**config.mk**
```make
export PLATFORM = sky130hd
export DESIGN_NAME = can_accept_filter
export DESIGN_NICKNAME = d
export VERILOG_FILES = /design/src/rtl/can_filt_pkg.sv /design/src/rtl/can_filt_regs.sv /design/src/rtl/can_filt_match.sv /design/src/rtl/can_filt_prio.sv /design/src/rtl/can_accept_filter.sv
export SDC_FILE = /design/constraint.sdc
export NUM_CORES = 2
export LEC_CHECK = 0
export BUFFER_PORTS_ARGS = -buffer_cell sky130_fd_sc_hd__buf_2
export CAP_MARGIN = 40
export CORE_MARGIN = 2
export CORE_UTILIZATION = 35
export CTS_CLUSTER_DIAMETER = 120
export CTS_CLUSTER_SIZE = 30
export DETAILED_ROUTE_END_ITERATION = 6
export PLACE_DENSITY_LB_ADDON = 0.3
export SETUP_SLACK_MARGIN = 0.3
export SYNTH_ARGS = -nofsm -noshare
export SYNTH_HDL_FRONTEND = slang
export SYNTH_SLANG_ARGS = --single-unit
```
**constraint.sdc**
```tcl
create_clock -name clk -period 1.8 [get_ports clk]
set_clock_uncertainty 0.15 [all_clocks]
set_input_delay 0.36 -clock clk [delete_from_list [all_inputs] [get_ports clk]]
set_output_delay 0.36 -clock clk [all_outputs]
set_load 0.02 [all_outputs]
```
**src/rtl/can_filt_pkg.sv**
```systemverilog
// Shared types for the CAN acceptance filter.
// Assumes the protocol fixes the identifier widths (29 extended, 11 standard).
package can_filt_pkg;
    localparam int ID_W   = 29;
    localparam int STD_W  = 11;
    localparam int DATA_W = 32;

    typedef enum logic [1:0] {
        FM_EXACT  = 2'd0,
        FM_ALL    = 2'd1,
        FM_MASK_A = 2'd2,
        FM_MASK_B = 2'd3
    } filt_mode_e;

    typedef struct packed {
        logic            en;
        logic            ext;
        filt_mode_e      mode;
        logic [ID_W-1:0] id;
    } buf_cfg_t;
endpackage

```
**src/rtl/can_filt_regs.sv**
```systemverilog
// Host-written configuration store: per-buffer identifier and control words,
// plus the two shared masks. Write-only; assumes one write per cycle at most.
module can_filt_regs
    import can_filt_pkg::*;
#(
    parameter int NUM_BUF = 16,
    parameter int ADDR_W  = $clog2(2*NUM_BUF+2)
) (
    input  logic                      clk,
    input  logic                      rst_n,
    input  logic                      we_i,
    input  logic [ADDR_W-1:0]         addr_i,
    input  logic [DATA_W-1:0]         wdata_i,
    output buf_cfg_t [NUM_BUF-1:0]    cfg_o,
    output logic [ID_W-1:0]           mask_a_o,
    output logic [ID_W-1:0]           mask_b_o
);
    localparam int MASK_A_ADDR = 2*NUM_BUF;
    localparam int MASK_B_ADDR = 2*NUM_BUF + 1;

    logic wdata_unused;
    assign wdata_unused = ^wdata_i[DATA_W-1:ID_W];

    for (genvar b = 0; b < NUM_BUF; b++) begin : g_buf
        // Update one buffer's identifier or control word on a matching write.
        always_ff @(posedge clk) begin
            if (!rst_n) begin
                cfg_o[b] <= '0;
            end else if (we_i && addr_i == ADDR_W'(2*b)) begin
                cfg_o[b].id <= wdata_i[ID_W-1:0];
            end else if (we_i && addr_i == ADDR_W'(2*b+1)) begin
                cfg_o[b].en   <= wdata_i[0];
                cfg_o[b].ext  <= wdata_i[1];
                cfg_o[b].mode <= filt_mode_e'(wdata_i[3:2]);
            end
        end
    end

    // Update the shared masks.
    always_ff @(posedge clk) begin
        if (!rst_n) begin
            mask_a_o <= '0;
            mask_b_o <= '0;
        end else if (we_i) begin
            if (addr_i == ADDR_W'(MASK_A_ADDR)) mask_a_o <= wdata_i[ID_W-1:0];
            if (addr_i == ADDR_W'(MASK_B_ADDR)) mask_b_o <= wdata_i[ID_W-1:0];
        end
    end
endmodule

```
**src/rtl/can_filt_match.sv**
```systemverilog
// Combinational compare of one received identifier against one buffer.
// Assumes standard identifiers sit in bits 10:0; a mask bit of 1 is don't-care.
module can_filt_match
    import can_filt_pkg::*;
(
    input  buf_cfg_t        cfg_i,
    input  logic [ID_W-1:0] mask_a_i,
    input  logic [ID_W-1:0] mask_b_i,
    input  logic            rx_ext_i,
    input  logic [ID_W-1:0] rx_id_i,
    output logic            match_o
);
    localparam logic [ID_W-1:0] STD_BITS = ID_W'((1 << STD_W) - 1);

    logic [ID_W-1:0] ignore;
    logic [ID_W-1:0] width_sel;
    logic [ID_W-1:0] diff;

    // Choose which identifier bits are don't-care for this buffer's mode.
    always_comb begin
        unique case (cfg_i.mode)
            FM_EXACT:  ignore = '0;
            FM_ALL:    ignore = '1;
            FM_MASK_A: ignore = mask_a_i;
            FM_MASK_B: ignore = mask_b_i;
            default:   ignore = '0;
        endcase
    end

    // Compare the significant, unmasked bits and gate by enable and format.
    always_comb begin
        width_sel = rx_ext_i ? '1 : STD_BITS;
        diff      = (rx_id_i ^ cfg_i.id) & ~ignore & width_sel;
        match_o   = cfg_i.en && (cfg_i.ext == rx_ext_i) && (diff == '0);
    end
endmodule

```
**src/rtl/can_filt_prio.sv**
```systemverilog
// Fixed-priority pick: the lowest set request bit wins.
// Assumes IDX_W is wide enough to index N requests.
module can_filt_prio #(
    parameter int N     = 16,
    parameter int IDX_W = $clog2(N)
) (
    input  logic [N-1:0]     req_i,
    output logic             hit_o,
    output logic [IDX_W-1:0] idx_o
);
    logic [N-1:0] below;

    // Scan from the top down so the lowest set bit is written last.
    always_comb begin
        hit_o = 1'b0;
        idx_o = '0;
        for (int i = N - 1; i >= 0; i--) begin
            if (req_i[i]) begin
                hit_o = 1'b1;
                idx_o = IDX_W'(i);
            end
        end
    end

    // Build the set of bits below the chosen index, used by the check.
    always_comb below = (N'(1) << idx_o) - N'(1);

    // Confirm the winner requested and nothing lower did.
    always_comb begin
        if (hit_o) begin

            lowest_win_chk: assert (req_i[idx_o] && ((req_i & below) == '0));
        end
    end
endmodule

```
**src/rtl/can_accept_filter.sv**
```systemverilog
// CAN acceptance filter top: per-buffer compare, registered match vector,
// priority pick, registered result and store strobe (two-edge latency).
// Assumes rx_valid is a single-cycle strobe from the frame decoder.
module can_accept_filter
    import can_filt_pkg::*;
#(
    parameter int NUM_BUF = 16,
    localparam int IDX_W  = $clog2(NUM_BUF),
    localparam int ADDR_W = $clog2(2*NUM_BUF+2)
) (
    input  logic              clk,
    input  logic              rst_n,
    input  logic              cfg_we,
    input  logic [ADDR_W-1:0] cfg_addr,
    input  logic [DATA_W-1:0] cfg_wdata,
    input  logic              rx_valid,
    input  logic              rx_ext,
    input  logic [ID_W-1:0]   rx_id,
    output logic              acc_hit,
    output logic [IDX_W-1:0]  acc_idx,
    output logic              acc_store
);
    buf_cfg_t [NUM_BUF-1:0] cfg;
    logic [ID_W-1:0]        mask_a, mask_b;
    logic [NUM_BUF-1:0]     match_vec, match_q;
    logic [NUM_BUF-1:0]     en_vec, ext_vec;
    logic                   valid_q;
    logic                   win_hit;
    logic [IDX_W-1:0]       win_idx;

    can_filt_regs #(.NUM_BUF(NUM_BUF), .ADDR_W(ADDR_W)) u_regs (
        .clk      (clk),
        .rst_n    (rst_n),
        .we_i     (cfg_we),
        .addr_i   (cfg_addr),
        .wdata_i  (cfg_wdata),
        .cfg_o    (cfg),
        .mask_a_o (mask_a),
        .mask_b_o (mask_b)
    );

    for (genvar b = 0; b < NUM_BUF; b++) begin : g_match
        assign en_vec[b]  = cfg[b].en;
        assign ext_vec[b] = cfg[b].ext;

        can_filt_match u_match (
            .cfg_i    (cfg[b]),
            .mask_a_i (mask_a),
            .mask_b_i (mask_b),
            .rx_ext_i (rx_ext),
            .rx_id_i  (rx_id),
            .match_o  (match_vec[b])
        );


        disabled_no_match_chk: assert property (@(posedge clk) disable iff (!rst_n)
            (valid_q && match_q[b]) |-> $past(en_vec[b]));


        format_isolation_chk: assert property (@(posedge clk) disable iff (!rst_n)
            (valid_q && match_q[b]) |-> ($past(ext_vec[b]) == $past(rx_ext)));
    end

    // Stage 1: capture the match vector of the strobed frame.
    always_ff @(posedge clk) begin
        if (!rst_n) begin
            valid_q <= 1'b0;
            match_q <= '0;
        end else begin
            valid_q <= rx_valid;
            if (rx_valid) match_q <= match_vec;
        end
    end

    can_filt_prio #(.N(NUM_BUF), .IDX_W(IDX_W)) u_prio (
        .req_i (match_q),
        .hit_o (win_hit),
        .idx_o (win_idx)
    );

    // Stage 2: register the winner and pulse the store strobe on a hit.
    always_ff @(posedge clk) begin
        if (!rst_n) begin
            acc_hit   <= 1'b0;
            acc_idx   <= '0;
            acc_store <= 1'b0;
        end else begin
            acc_store <= valid_q && win_hit;
            if (valid_q) begin
                acc_hit <= win_hit;
                acc_idx <= win_idx;
            end
        end
    end


    store_after_frame_chk: assert property (@(posedge clk) disable iff (!rst_n)
        acc_store |-> $past(rx_valid, 2));


    store_needs_hit_chk: assert property (@(posedge clk) disable iff (!rst_n)
        acc_store |-> acc_hit);


    result_holds_chk: assert property (@(posedge clk) disable iff (!rst_n)
        !$past(valid_q) |-> ($stable(acc_hit) && $stable(acc_idx)));
endmodule

```
# [Word-level counts from Yosys, hierarchy flattened]
# Index checks and enable logic that the tools add are counted.
[op_classes] eq_ne=97 n_mux=49 bitwise_logic=80 n_reduce_logical=116
[ops] op="one-hot mux 29 bit (4 select lines)" n=16
[ops] op="bitwise AND 29 bit" n=32
[ops] op="logical NOT 29 bit" n=16
[ops] op="inverter 29 bit" n=16
[ops] op="XOR 29 bit" n=16
[ops] op="equality test 6 x 5 -> 1 bit (second input constant)" n=16
[ops] op="logical AND 1 bit" n=65
[ops] op="equality test 2 bit (second input constant)" n=32
[ops] op="two-way mux 4 bit" n=16
[ops] op="equality test 6 x 4 -> 1 bit (second input constant)" n=8
[ops] op="AND reduction 2 bit" n=18
[ops] op="equality test 2 x 1 -> 1 bit (second input constant)" n=16
[ops] op="logical NOT 2 bit" n=16
[ops] op="two-way mux 29 bit" n=1
[ops] op="equality test 6 x 3 -> 1 bit (second input constant)" n=4
[ops] op="equality test 1 bit" n=16
[ops] op="two-way mux 1 bit" n=16
[ops] op="inverter 1 bit" n=16
[ops] op="equality test 6 x 2 -> 1 bit (second input constant)" n=2
[ops] op="equality test 6 bit (second input constant)" n=2
[ops] op="equality test 6 x 1 -> 1 bit (second input constant)" n=1
[ops] op="logical NOT 6 bit" n=1
[word_totals] reg_bits=609 in_bits=72 output_inout_bits=6

# [Longest topological paths before layout]
[depth] ltp_word=17 mapped_depth=9 ltp_nobuf=7

# [Modules after synthesis]
# From an unflattened synthesis, not the netlist that was laid out.
[hier_totals] hier_cells=3906 area_unflattened_um2=36169.7
[by_module_without_submodules] module="can_filt_regs" n_inst=1 cells_per_inst=2009 area_per_inst_um2=21077.7 seq_area_each_um2=11731.3
[by_module_without_submodules] module="can_filt_match" n_inst=16 cells_per_inst=112 area_per_inst_um2=878.3 seq_area_each_um2=0.0
[by_module_without_submodules] module="can_accept_filter" n_inst=1 cells_per_inst=72 area_per_inst_um2=859.6 seq_area_each_um2=460.4
[by_module_without_submodules] module="can_filt_prio" n_inst=1 cells_per_inst=33 area_per_inst_um2=178.9 seq_area_each_um2=0.0

# [Worst setup path before layout]
# No wires, ideal clock.
[synth_timing] kind="in2reg" from="in cfg_addr[4]" to="reg u_regs.cfg_o[127] in the netlist's numbering" setup_time_ns=0.122 arrival_ns=1.550 slack_ns=-0.022 stages=7 path_buffers=2 cell_sequence="or3b_1 > nor2_2 > nand2_1 > buf_2 > buf_2 > nand2_1 > a21boi_0"
[synth_via] elab_chain_len=2
[synth_rtl] element="from (decl)" line_no="can_accept_filter.sv:14" text="input logic [ADDR_W-1:0] cfg_addr,"
[synth_rtl] element="equality test 6 x 3 -> 1 bit" line_no="can_filt_regs.sv:29" text="end else if (we_i && addr_i == ADDR_W'(2*b)) begin"
[synth_rtl] element="logical AND 1 bit" line_no="can_filt_regs.sv:29"
[synth_rtl] element="to (decl)" line_no="can_filt_regs.sv:14" text="output buf_cfg_t [NUM_BUF-1:0] cfg_o,"
# Every way passes these cells.
# A chain may end at the register's enable or synchronous reset.

# [Worst setup path in the final report]
[layout_timing] from="reg u_regs.cfg_o[524] in the netlist's numbering" to="reg match_q[15]"
[layout_via] elab_chain_len=7 elab_cells_between_ends=10 cone_classes="eq/ne (3); mux (1); bitwise (3); reduce/logical (3)"
[layout_rtl] element="equality test 2 bit, or another cell as far along" line_no="can_filt_match.sv:21" text="unique case (cfg_i.mode)"
[layout_rtl] element="one-hot mux 29 bit (4 select lines) (*)" line_no="can_filt_match.sv:21"
[layout_rtl] element="inverter 29 bit (*)" line_no="can_filt_match.sv:33" text="diff = (rx_id_i ^ cfg_i.id) & ~ignore & width_sel;"
[layout_rtl] element="bitwise AND 29 bit (*) (2 in series)" line_no="can_filt_match.sv:33"
[layout_rtl] element="logical NOT 29 bit (*)" line_no="can_filt_match.sv:34" text="match_o = cfg_i.en && (cfg_i.ext == rx_ext_i) && (diff == '0);"
[layout_rtl] element="logical AND 1 bit (*)" line_no="can_filt_match.sv:34"
[layout_rtl] element="to (signal assigned)" line_no="can_accept_filter.sv:71" text="if (rx_valid) match_q <= match_vec;"
[layout_rtl] element="to (decl)" line_no="can_accept_filter.sv:25" text="logic [NUM_BUF-1:0] match_vec, match_q;"
# Every way passes the cells marked *; elsewhere a longest branch is shown, timed or not.

==> summary.txt <==
Setup path
  • Worst path cell trace: buf_12, buf_6, mux2_2, a21oi_1, nor3_1, nand3_1, a21oi_2, o211a_1
  • Critical Path End Type: flop
  • CP peak stage delay: 460 ps
  • Critical path class: flop to flop
  • Critical Path Fanout Max: 10
  • CP top delay family: simple AND/OR/NAND/NOR gates
  • Critical-path top delay cell: nor3_1
  • Worst Path Required: 2230 ps
  • CP bufs+invs: 2
  • WP data arrival: 2480 ps
  • Worst Setup Start Kind: flop

Clocking
  • Clock root cell: clkbuf_16
  • Clock Path Buffers: 3
  • Worst-skew pair later-pin latency: between 600 and 700 ps
  • Htree depth: 1
  • Inserted Clock Buffers: 24
  • Clock sink count: 609
  • CTS clk-pin slew, worst paths: 120 ps
  • CTS tree: done

Global routing
  • Total Routing Usage GR: 26.6%
  • Vias in the first global route: ~33,000
  • GR Overflow Total: 0
  • First-pass GRT wire length: 218,000 µm
  • Maximum number of pins on one net before global-route repair: 107
  • Initial antenna violation count: 3

Detailed routing
  • Vias per cell: approximately 5.4
  • Vias: 34,500
  • Final WL: approximately 150,000 µm
  • First-pass DRT Iterations: 6
  • DR DRC count: 0
  • Routed length per instance: 23.3 µm
  • Final antenna-violating net count: 0
  • Met1 wire length: approximately 66,000 µm
  • Met2 wire len: ~67,000 µm
  • Drt first-iter violations: 2,999
  • Met3 WL: 9390 µm
  • Top sig layer: met5

Synth
  • Unique masters post-synth: 39
  • Synth Instances: 4,705
  • Cell area after synthesis: 37,100 µm²
  • Avg Cell Area, Syn: 7.88 µm²
  • Synth area leader: dfxtp_1
  • FF+latch count, synth: 609
  • Most common cell in the netlist: nand2_1
  • Sequential fraction of the synthesis area: between 30% and 40%
  • Post-Syn Nets: 4,777
  • Share of the synthesized area in the top cell type: 32.9%
  • Synth top area cells: dfxtp_1, nand2_1, a21boi_0
  • EDFF count, synth: 0
  • Ys flop type: dfxtp_1
  • Commonest cells post-synth: nand2_1, dfxtp_1, a21boi_0, o21ai_0, mux2i_1
  • FFs w/ async S/R, synth: 0%
  • Synth Warn #: 0

Timing
  • Period Utilization, post-route: 114%
  • RSZ-0062 raised after global routing: yes
  • Post-route setup slack: -249 ps
  • Tightest Pin Transition: 728 ps
  • Minimum clock period: a little over 2000 ps
  • Hold Fails Final Rpt: 0
  • Final Slew Violations: 0
  • Fmax: 0.488 GHz
  • Setup-failing EPs final: 16
  • Fin Setup TNS: -1990 ps
  • Slew headroom: 51.5%

Floorplanning
  • Core area: between 100,000 and 150,000 µm²
  • Die Y: 329 µm
  • Row Count: 119
  • Die area: 108,000 µm²
  • Die width: 329 µm
  • Initial Util: a little over a third
  • IO Pins: 78

Pwr
  • Peak VDD IR: 0.773 mV
  • Sequential share of power: 56.1%
  • Combinational Power Share: 13.9%
  • Clock Power Share: 30.0%
  • Net Sw Frac: 27.9%
  • Total leakage power: 16.3 nW
  • Total power: 24.2 mW
  • PwrDens: 513 nW/µm²
  • Net load switching power: 6.73 mW
  • Pint: ~17 mW

Place
  • Gp weighted congestion: 0.979
  • Placed Cells: 6,275
  • Port buffer count: 74
  • Place WS: -589 ps
  • Post-DP HPWL: approximately 100,000 µm

Layout
  • Util after Layout: 44.9%
  • Non-Filler Instances: 6,373
  • Synthesis-to-layout area growth: 27.2%
  • Layout Nets: 5,049
  • Share of cells above drive strength 1: around a quarter

Status
  • Status: finished with violations
  • Failing checks: setup timing

Job
  • MaxCap Viol Count: 0

Worst hold path
  • Worst Hold Class: input pin to flop
logic make-up (layout without fill, tap and decap cells):
group                     count (synthesis)  count (layout)  synth area share (%)
DFF                                     609             609                  32.9
other                                     0               2                     0
and+or+nand+nor                        1461            1461                  16.5
muxes                                   496             496                  14.0
AOI/OAI and AO/OA                      1113            1113                  19.1
xor gates and xnor gates                480             480                  11.3
buffers and inverters                   546             821                  6.25
what timing repair did:
| action | CTS | global route |
|---|---|---|
| endpoints found under the hold margin | 34 | 0 |
| cloned | 5 | 1 |
| hold buffers | 3 | 0 |
| resized for setup | 328 | 164 |
| buffers inserted | 32 | 26 |
| endpoints found under the setup margin | 28 | 199 |
| pin swaps | 104 | 77 |
layout by cell type, fill, tap and decap left out, drive strengths merged, types with 21 or more instances in the layout:
| cell | Yosys | final |
|---|---|---|
| clkbuf | 293 | 30 |
| nand2b | 21 | 21 |
| a21boi | 555 | 555 |
| o21ai | 337 | 337 |
| mux2 | 176 | 176 |
| nand4 | 48 | 48 |
| mux2i | 320 | 320 |
| inv | 38 | 37 |
| buf | 215 | 746 |
| dfxtp | 609 | 609 |
| xor2 | 304 | 304 |
| nor2 | 68 | 68 |
| nand3 | 57 | 57 |
| xnor2 | 176 | 176 |
| nand2 | 1142 | 1142 |
| nor2b | 36 | 36 |
| nor4 | 34 | 34 |
| nor3 | 28 | 28 |
| a21oi | 198 | 198 |
metrics by stage:
step,instance area (µm²),hold slack [ps]
6_report,47100,20.6
5_1_grt,47100,29.6
4_1_cts,46500,2.42
3_5_place_dp,44500,307
3_3_place_gp,44500,301
2_1_floorplan,38700,294
power by group through the flow:
| stage | Combinational [mW] | Clock [mW] | Sequential, mW |
|---|---|---|---|
| global placement | 3.16 | 0 | 13.9 |
| floorplan | 1.76 | 0 | 13.9 |
| finish | 3.37 | 7.25 | 13.5 |
| detailed placement | 3.16 | 0 | 13.9 |
| global route | 3.52 | 7.78 | 13.6 |
| CTS | 3.27 | 7.40 | 13.6 |
final timing paths:
kind | startpoint | end | slack [ps] | cells after the start
setup / recovery | u_regs.cfg_o[524] | match_q[15] | -250 | 8
hold / removal | cfg_wdata[4] | u_regs.cfg_o[103] | 20 | 4
setup reg to reg | u_regs.cfg_o[524] | match_q[15] | -250 | 8
hold reg to reg | u_regs.cfg_o[98] | u_regs.cfg_o[98] | 320 | 2
final cells by class:
cell class                      count  area (µm²)
Sequential cell                   609       12300
Tap cell                         1391        1740
Inverter                           38         150
Clock inverter                      3        27.5
Timing Repair Buffer              754        8170
Antenna cell                        2        5.00
Clock buffer                       26         629
Fill cell                       10300       58000
Multi-Input combinational cell   3550       24100
worst reg2reg max path, delay by kind of cell (launching register included):
| kind | cells | cell delay [ps] |
|---|---|---|
| mux | 1 | 240 |
| compound gates | 3 | 330 |
| simple gates | 2 | 630 |
| flops | 1 | 350 |
| buf+inv | 2 | 300 |
state kept, by name, summed over array words and instances (netlist names):
| signal | cells |
|---|---|
| valid_q | 1 |
| acc_idx | 4 |
| acc_hit | 1 |
| acc_store | 1 |
| u_regs.mask_b_o | 29 |
| u_regs.mask_a_o | 29 |
| match_q | 16 |
| u_regs.cfg_o | 528 |
routing by layer:
| metal | global-route usage [%] | up-vias |
|---|---|---|
| met5 | 0 | - |
| met4 | 9.77 | 4 |
| met3 | 2.63 | 273 |
| met2 | 43.1 | 1243 |
| met1 | 36.5 | 16800 |
| li1 | - | 16200 |
(Power assumes the default switching activity.)
